`src/rtl/exec_pkg.sv`:
```
package exec_pkg;

  localparam logic [3:0] OP_NOP   = 4'h0;
  localparam logic [3:0] OP_HALT  = 4'h1;
  localparam logic [3:0] OP_MOVRR = 4'h2;
  localparam logic [3:0] OP_MOVIR = 4'h3;
  localparam logic [3:0] OP_STORE = 4'h4;
  localparam logic [3:0] OP_LOAD  = 4'h5;
  localparam logic [3:0] OP_ARITH = 4'h6;
  localparam logic [3:0] OP_JUMP  = 4'h7;
  localparam logic [3:0] OP_CALL  = 4'h8;
  localparam logic [3:0] OP_RET   = 4'h9;
  localparam logic [3:0] OP_PUSH  = 4'hA;
  localparam logic [3:0] OP_POP   = 4'hB;

  localparam logic [3:0] FN_ALU_MAX  = 4'd3;
  localparam logic [3:0] FN_JMP_MAX  = 4'd6;

  typedef enum logic [1:0] {
    ALU_ADD = 2'd0,
    ALU_SUB = 2'd1,
    ALU_AND = 2'd2,
    ALU_XOR = 2'd3
  } alu_fn_e;

  typedef struct packed {
    logic zf;
    logic sf;
    logic ovf;
  } cc_t;

  localparam cc_t CC_RESET = '{zf: 1'b1, sf: 1'b0, ovf: 1'b0};

endpackage

```
`src/rtl/exec_opsel.sv`:
```
module exec_opsel
  import exec_pkg::*;
#(
  parameter int W = 32
) (
  input  logic [3:0]   opc_i,
  input  logic [3:0]   fn_i,
  input  logic [W-1:0] a_val_i,
  input  logic [W-1:0] b_val_i,
  input  logic [W-1:0] c_val_i,
  output logic [W-1:0] alu_a_o,
  output logic [W-1:0] alu_b_o,
  output alu_fn_e      alu_fn_o,
  output logic         cc_we_o
);

  localparam logic [W-1:0] STEP     = W'(W / 8);
  localparam logic [W-1:0] STEP_NEG = ~STEP + 1'b1;

  logic arith_ok;
  assign arith_ok = (opc_i == OP_ARITH) && (fn_i <= FN_ALU_MAX);

  always_comb begin
    alu_a_o  = '0;
    alu_b_o  = '0;
    alu_fn_o = ALU_ADD;
    unique case (opc_i)
      OP_ARITH: if (arith_ok) begin
        alu_a_o  = a_val_i;
        alu_b_o  = b_val_i;
        alu_fn_o = alu_fn_e'(fn_i[1:0]);
      end
      OP_MOVRR: alu_a_o = a_val_i;
      OP_MOVIR: alu_a_o = c_val_i;
      OP_STORE, OP_LOAD: begin
        alu_a_o = c_val_i;
        alu_b_o = b_val_i;
      end
      OP_PUSH, OP_CALL: begin
        alu_a_o = STEP_NEG;
        alu_b_o = b_val_i;
      end
      OP_POP, OP_RET: begin
        alu_a_o = STEP;
        alu_b_o = b_val_i;
      end
      default: ;
    endcase
  end

  assign cc_we_o = arith_ok;

endmodule

```
`src/rtl/exec_alu.sv`:
```
module exec_alu
  import exec_pkg::*;
#(
  parameter int W = 32
) (
  input  logic [W-1:0] a_i,
  input  logic [W-1:0] b_i,
  input  alu_fn_e      fn_i,
  output logic [W-1:0] res_o,
  output cc_t          cc_o
);

  localparam int MSB = W - 1;

  logic ovf;

  always_comb begin
    unique case (fn_i)
      ALU_ADD: res_o = b_i + a_i;
      ALU_SUB: res_o = b_i - a_i;
      ALU_AND: res_o = b_i & a_i;
      ALU_XOR: res_o = b_i ^ a_i;
      default: res_o = '0;
    endcase
  end

  // overflow: operands agree in sign (add) or differ (sub), result sign departs from b
  always_comb begin
    unique case (fn_i)
      ALU_ADD: ovf = (a_i[MSB] == b_i[MSB]) && (res_o[MSB] != b_i[MSB]);
      ALU_SUB: ovf = (a_i[MSB] != b_i[MSB]) && (res_o[MSB] != b_i[MSB]);
      default: ovf = 1'b0;
    endcase
  end

  assign cc_o.zf  = (res_o == '0);
  assign cc_o.sf  = res_o[MSB];
  assign cc_o.ovf = ovf;

endmodule

```
`src/rtl/exec_cond.sv`:
```
module exec_cond
  import exec_pkg::*;
(
  input  cc_t        cc_i,
  input  logic [3:0] fn_i,
  output logic       take_o
);

  logic lt;
  assign lt = cc_i.sf ^ cc_i.ovf;

  always_comb begin
    unique case (fn_i)
      4'd0:    take_o = 1'b1;
      4'd1:    take_o = lt | cc_i.zf;
      4'd2:    take_o = lt;
      4'd3:    take_o = cc_i.zf;
      4'd4:    take_o = !cc_i.zf;
      4'd5:    take_o = !lt;
      4'd6:    take_o = !lt && !cc_i.zf;
      default: take_o = 1'b0;
    endcase
  end

endmodule

```
`src/rtl/exec_unit.sv`:
```
module exec_unit
  import exec_pkg::*;
#(
  parameter int W = 32
) (
  input  logic         clk_i,
  input  logic         rst_ni,
  input  logic [3:0]   opc_i,
  input  logic [3:0]   fn_i,
  input  logic [W-1:0] a_val_i,
  input  logic [W-1:0] b_val_i,
  input  logic [W-1:0] c_val_i,
  input  logic [W-1:0] p_val_i,
  input  logic [W-1:0] m_val_i,
  output logic [W-1:0] e_val_o,
  output logic         take_o,
  output logic [W-1:0] next_pc_o
);

  logic [W-1:0] alu_a, alu_b;
  alu_fn_e      alu_fn;
  logic         cc_we;
  cc_t          cc_d, cc_q;
  logic         cond_hit;

  exec_opsel #(.W(W)) u_opsel (
    .opc_i    (opc_i),
    .fn_i     (fn_i),
    .a_val_i  (a_val_i),
    .b_val_i  (b_val_i),
    .c_val_i  (c_val_i),
    .alu_a_o  (alu_a),
    .alu_b_o  (alu_b),
    .alu_fn_o (alu_fn),
    .cc_we_o  (cc_we)
  );

  exec_alu #(.W(W)) u_alu (
    .a_i   (alu_a),
    .b_i   (alu_b),
    .fn_i  (alu_fn),
    .res_o (e_val_o),
    .cc_o  (cc_d)
  );

  always_ff @(posedge clk_i or negedge rst_ni) begin
    if (!rst_ni)    cc_q <= CC_RESET;
    else if (cc_we) cc_q <= cc_d;
  end

  exec_cond u_cond (
    .cc_i   (cc_q),
    .fn_i   (fn_i),
    .take_o (cond_hit)
  );

  assign take_o = (opc_i == OP_JUMP) && cond_hit;

  always_comb begin
    if (opc_i == OP_CALL || take_o) next_pc_o = c_val_i;
    else if (opc_i == OP_RET)       next_pc_o = m_val_i;
    else                            next_pc_o = p_val_i;
  end

endmodule

```
`config.mk`:
```
export PLATFORM = sky130hd
export DESIGN_NAME = exec_unit
export DESIGN_NICKNAME = d
export VERILOG_FILES = /design/src/rtl/exec_pkg.sv /design/src/rtl/exec_opsel.sv /design/src/rtl/exec_alu.sv /design/src/rtl/exec_cond.sv /design/src/rtl/exec_unit.sv
export SDC_FILE = /design/constraint.sdc
export NUM_CORES = 1
export LEC_CHECK = 0
export ABC_AREA = 1
export CORE_MARGIN = 8
export CORE_UTILIZATION = 30
export DETAILED_ROUTE_END_ITERATION = 6
export GPL_ROUTABILITY_DRIVEN = 1
export PLACE_DENSITY = 0.62
export SYNTH_ARGS = -nofsm -noshare
export SYNTH_HDL_FRONTEND = slang
export SYNTH_SLANG_ARGS = --single-unit
export TNS_END_PERCENT = 5
```
`constraint.sdc`:
```
create_clock -name clk_i -period 16.5 [get_ports clk_i]
set_input_delay 4.95 -clock clk_i [delete_from_list [all_inputs] [get_ports clk_i]]
set_output_delay 4.95 -clock clk_i [all_outputs]
set_load 0.01 [all_outputs]
```
* Word-level counts from Yosys, hierarchy flattened
Cells that the tools add are included.
** Word-level totals
- Register bits after elaboration :: 3
- Bits of input ports :: 170
- Output and inout port bits :: 65
- Logic and storage cells :: 58
** Operators by class
- $add $sub $neg :: 2
- $lt $le $gt $ge :: 1
- Equality and inequality tests :: 22
- Mux-type cells :: 11
- Bitwise gates (word level) :: 4
- Reduce and logical (&&, ||, !) cells :: 15
** Operators by type and width (count)
- 32-bit one-hot mux with 5 select lines :: 1
- 32-bit two-way mux :: 4
- 32-bit one-hot mux with 4 select lines :: 1
- 32-bit one-hot mux with 2 select lines :: 1
- 32-bit adder :: 1
- 32-bit AND :: 1
- 32-bit logical NOT :: 1
- 32-bit subtractor :: 1
- 32-bit XOR :: 1
- 4-bit by 3-bit equality test with 1-bit output, second input constant :: 7
- 4-bit by 2-bit equality test with 1-bit output, second input constant :: 4
- 4-bit equality test, second input constant :: 4
- 1-bit one-hot mux with 7 select lines :: 1
- 6-bit OR reduction :: 1
- 1-bit logical AND :: 5
- 2-bit equality test, second input constant :: 2
- 4-bit by 1-bit equality test with 1-bit output, second input constant :: 1
- 4-bit by 2-bit <= comparator with 1-bit output, second input constant :: 1
- 4-bit logical NOT :: 1
- 2-bit two-way mux :: 2
- 2-bit OR reduction :: 2
- 3-bit OR reduction :: 1
- 2-bit by 1-bit equality test with 1-bit output, second input constant :: 1
- 1-bit logical NOT :: 2
- 7 further kinds :: 8

* Longest topological paths before layout
- Depth after elaboration :: 9
- Depth in mapped cells :: 34
- Mapped depth without buffers :: 33

* Modules after synthesis
From an unflattened synthesis, not the netlist that was laid out.
** Second synthesis, totals
- Cell total of the unflattened synthesis :: 1332
- Area, all modules :: 6632.6 µm²
** By module, submodules not included
- exec_alu :: instances 1, cells an instance 844, area an instance 4332.9 µm², seq. area each 0.0 µm²
- exec_unit :: instances 1, cells an instance 231, area an instance 1149.9 µm², seq. area each 76.3 µm²
- exec_opsel :: instances 1, cells an instance 234, area an instance 1054.8 µm², seq. area each 0.0 µm²
- exec_cond :: instances 1, cells an instance 23, area an instance 95.1 µm², seq. area each 0.0 µm²

* Worst setup path before layout
Ideal clock, no wire load.
- Path type :: input-to-output
- From :: in opc_i[0]
- To :: out e_val_o[31]
- Data arrival time :: 8.045 ns
- Data required time :: 11.550 ns
- Path slack :: 3.505 ns
- Cell stages on the path :: 27
- Buffers on the path :: 3
- Path through :: buf_4 nand2_1 inv_1 nand2_1 nand2_2 buf_6 nand2_2 nand3_2 nor2_2 nand4_1 nor2_1 nand4_1 inv_2 nand3_2 o21ai_1 xnor2_1 inv_1 ha_1 a21oi_1 nand2_1 o21bai_1 a21o_1 a21oi_1 nand3b_1 nand3_2 nand2_2 buf_4
** RTL lines
- start, declared :: line exec_unit.sv:8 : input logic [3:0] opc_i,
- end, declared :: line exec_unit.sv:15 : output logic [W-1:0] e_val_o,

* Worst setup path after layout
- From :: in opc_i[1]
- To :: out e_val_o[30]
** Between the ends
- Longest elaborated chain between the ends :: 6
- Elaborated cells between the ends (all ways) :: 29
- Those cells by class :: 2 x add/sub; 12 x eq/ne; 7 x mux; 2 x bitwise; 6 x reduce/logical
** RTL lines
- 4-bit by 3-bit equality test with 1-bit output :: line exec_opsel.sv:21, exec_opsel.sv:27
- 1-bit logical AND :: line exec_opsel.sv:21 : assign arith_ok = (opc_i == OP_ARITH) && (fn_i <= FN_ALU_MAX);
- 32-bit two-way mux or 2-bit two-way mux (tied branches) :: line exec_opsel.sv:28 : OP_ARITH: if (arith_ok) begin
- 32-bit one-hot mux with 5 select lines, or another cell as far along :: line exec_opsel.sv:27 : unique case (opc_i)
- 32-bit subtractor, or another cell as far along :: line exec_alu.sv:20 : ALU_SUB: res_o = b_i - a_i;
- 32-bit one-hot mux with 4 select lines * :: line exec_alu.sv:18 : unique case (fn_i)
Mark *: on every way between the ends. The rest lies on a longest branch, timed or not.

==> out/results.ini <==
[detailed_routing]
drc = 0
vias_per_cell = 5.052
postRouteAntennaNets = 0
drt_iter0_markers = 475
post_drt_wl_per_cell_um = 17.26
vias = 8205
firstDrtPassIters = 5
wl_um = 28030

[job]
drv_cap = 0

[cts]
cts-root-buf = clkbuf_16
cts_made_buffers = 3
tritoncts = yes
postCtsSetupRepairBufs = 0
path_clk_slew_ns = 0.03
clock_latency_ns = 0.22
htreeDepth = 1
ctsResizeCount = 0
cts_buffer_depth = 2
cts.sink_count = 3
cts_hold_buffers = 0

[floorplanning]
rows = 52
core_region_area_um2 = 20040
start_util_pct = 30.27
boundaryPins = 235
die_h_um = 158.2
die_area_um2 = 25030
die_width_um = 158.2

[sta]
fin_crit_sh_pct = 93.56
fmax_mhz = 64.78
slew_viol_final = 0
rsz0062_at_grt = no
setup_viol = 0
period_needed_ns = 15.44
tns_ns = 0
worst_pin_slew_ns = 1.232
maxSlewHeadroom_pct = 17.78
hold_viol = 0
finalClockSkew_ns = 0

[synth]
yosysWarningCount = 0
synth_area_um2 = 6066
syn_area_per_cell_um2 = 5.275
synth-async-reset-ratio_pct = 100.0
synth_flop_cell = dfrtp_1
synth_seq_cells = 3
synth.net_count = 1384
synthDistinctLibCells = 43
synth-edff-count = 0
ys_seq_area_share_pct = 1.258
synth_cells = 1150

[pwr]
p_total_w = 0.0003817
p_per_area_nw_per_um2 = 43.92
leakage_nw = 4.496
vdd_drop_max_v = 0.00002403

[cells_and_area]
mostFrequentLayoutCells = nand2_1 (302), clkdlybuf4s50_1 (234), nor2_1 (158)
diodes = 0
drive_gt1_share_pct = 5.539
final_util_pct = 43.36
reg_top3 = cc_q (3)
largest_reg_flops = 3
layout_commonest_cell = nand2_1
top_register = cc_q
nets = 1589
fillCellCount = 2260
syn2layout_area_growth_pct = 43.25

[setup_path]
worstReg2RegStart = cc_q[2]
crit_start = opc_i[1]
crit_required_ns = 11.55
path_max_fanout = 29
cp-start-kind = input pin
end_kind = output pin
crit_type = in2out
arrival_ns = 10.49

[grt]
grt_antenna_before_repair = 0
grt_first_pass_wirelength_um = 43210
grt_remaining_overflow = 0
grt_max_degree = 65
grt_pass1_vias = 8077
grtUsageTotal_pct = 21.87

[status]
status = completed

[placed_design]
port_buffers = 234
gp_congestion = 0.9712
dp_hpwl_um = 24120

[hold_path]
hold_start = cc_q[1]
hold_class = reg2reg

==> where the power goes <==
group / total, W / switching, W / internal [W]
sequential: 0.00000862 / 0.000000455 / 0.00000817
combinational: 0.000335 / 0.000187 / 0.000148
clock: 0.0000385 / 0.00000659 / 0.0000319
==> kinds of logic (layout without fill, tap and decap cells) <==
| family | count (synthesis) | after routing | share of synthesized area (%) |
|---|---|---|---|
| AND/OR/NAND/NOR | 697 | 697 | 52.64 |
| buffers and inverters | 211 | 415 | 13.98 |
| AO/OA/AOI/OAI | 144 | 144 | 14.32 |
| adder cells (fa/ha/maj) | 64 | 64 | 13.33 |
| XOR/XNOR | 31 | 31 | 4.476 |
| flip-flops | 3 | 3 | 1.258 |
==> cell type report <==
type                            instances  area [µm²]  area share (%)
Sequential cell                         3       76.32          0.8783
Multi-Input combinational cell        936        5156           59.34
Inverter                              168       630.6           7.257
Clock buffer                            4       78.83          0.9071
Timing Repair Buffer                  243        2410           27.73
Tap cell                              270       337.8           3.888
==> metal layers <==
metal / wire length (µm) / track usage, % / up-vias
met5: 0 / 0 / -
met4: 489 / 4.221 / 0
met2: 12920 / 36.55 / 308
li1: - / - / 4201
met1: 12150 / 27.77 / 3667
met3: 2465 / 5.733 / 29
==> cell usage after synthesis (2+ instances only) <==
master | instances | share of area (%)
nand2_1 | 302 | 19
nor2_1 | 158 | 9.8
inv_1 | 156 | 9.7
nand3_1 | 105 | 8.7
ha_1 | 63 | 13
nand4_1 | 55 | 5.7
a21oi_1 | 42 | 3.5
a31oi_1 | 35 | 3.6
nand3_2 | 29 | 4.8
clkbuf_1 | 26 | 1.6
o21ai_0 | 22 | 1.8
xor2_1 | 19 | 2.7
a22oi_1 | 13 | 1.6
xnor2_1 | 12 | 1.7
nand3b_1 | 11 | 1.4
nor3_1 | 11 | 0.91
buf_2 | 9 | 0.74
inv_2 | 9 | 0.56
nor2_2 | 9 | 0.93
o21ai_1 | 9 | 0.74
nand2_2 | 8 | 0.83
a22o_1 | 5 | 0.72
o21bai_1 | 5 | 0.62
a21o_1 | 4 | 0.50
buf_4 | 4 | 0.50
buf_6 | 4 | 0.74
clkinv_1 | 3 | 0.19
nor4_1 | 3 | 0.31
or2_2 | 3 | 0.31
dfrtp_1 | 2 | 0.83
o31ai_1 | 2 | 0.25
==> worst max-delay path, stage by stage <==
cell and delay, ns:
clkdlybuf4s50_1 0.53, nand2_2 0.09, nor2_2 0.92, nand2_1 0.25
o21ai_1 0.31, inv_1 0.10, ha_1 0.23, nand4_1 0.12
nor2_1 0.07, nand2_1 0.10, nand2_1 0.06, xor2_1 0.14
inv_1 0.06, ha_1 0.33, nand2_1 0.14, inv_1 0.07
a21oi_1 0.27, nor2_1 0.09, o21ai_0 0.26, nand3_1 0.18
a21oi_1 0.30, or2_2 0.17, nand3_1 0.06, nand2_1 0.12
clkdlybuf4s50_1 0.55
==> worst paths after layout <==
check,cells after the start,endpoint,slack [ns]
min in group asynchronous,1,cc_q[0],4.95
worst max register to register,2,cc_q[2],15.73
worst max-delay path,25,e_val_o[30],1.06
worst min register to register,2,cc_q[1],0.49
max in group asynchronous,1,cc_q[2],11.30
worst min-delay path,2,cc_q[1],0.49
==> per-stage QoR <==
stage | worst slack [ns] | hold slack [ns] | instances | area (µm²)
final | 1.063 | 0.4928 | 1624 | 8690
after global routing | 0.4855 | 0.5221 | 1624 | 8690
after CTS | 1.109 | 0.4983 | 1624 | 8690
after detailed placement | 1.127 | 0.4922 | 1620 | 8611
after global placement | 1.219 | 0.4823 | 1620 | 8611
after floorplan | 3.505 | 0.4646 | 1150 | 6066
(Power assumes the default switching activity.)
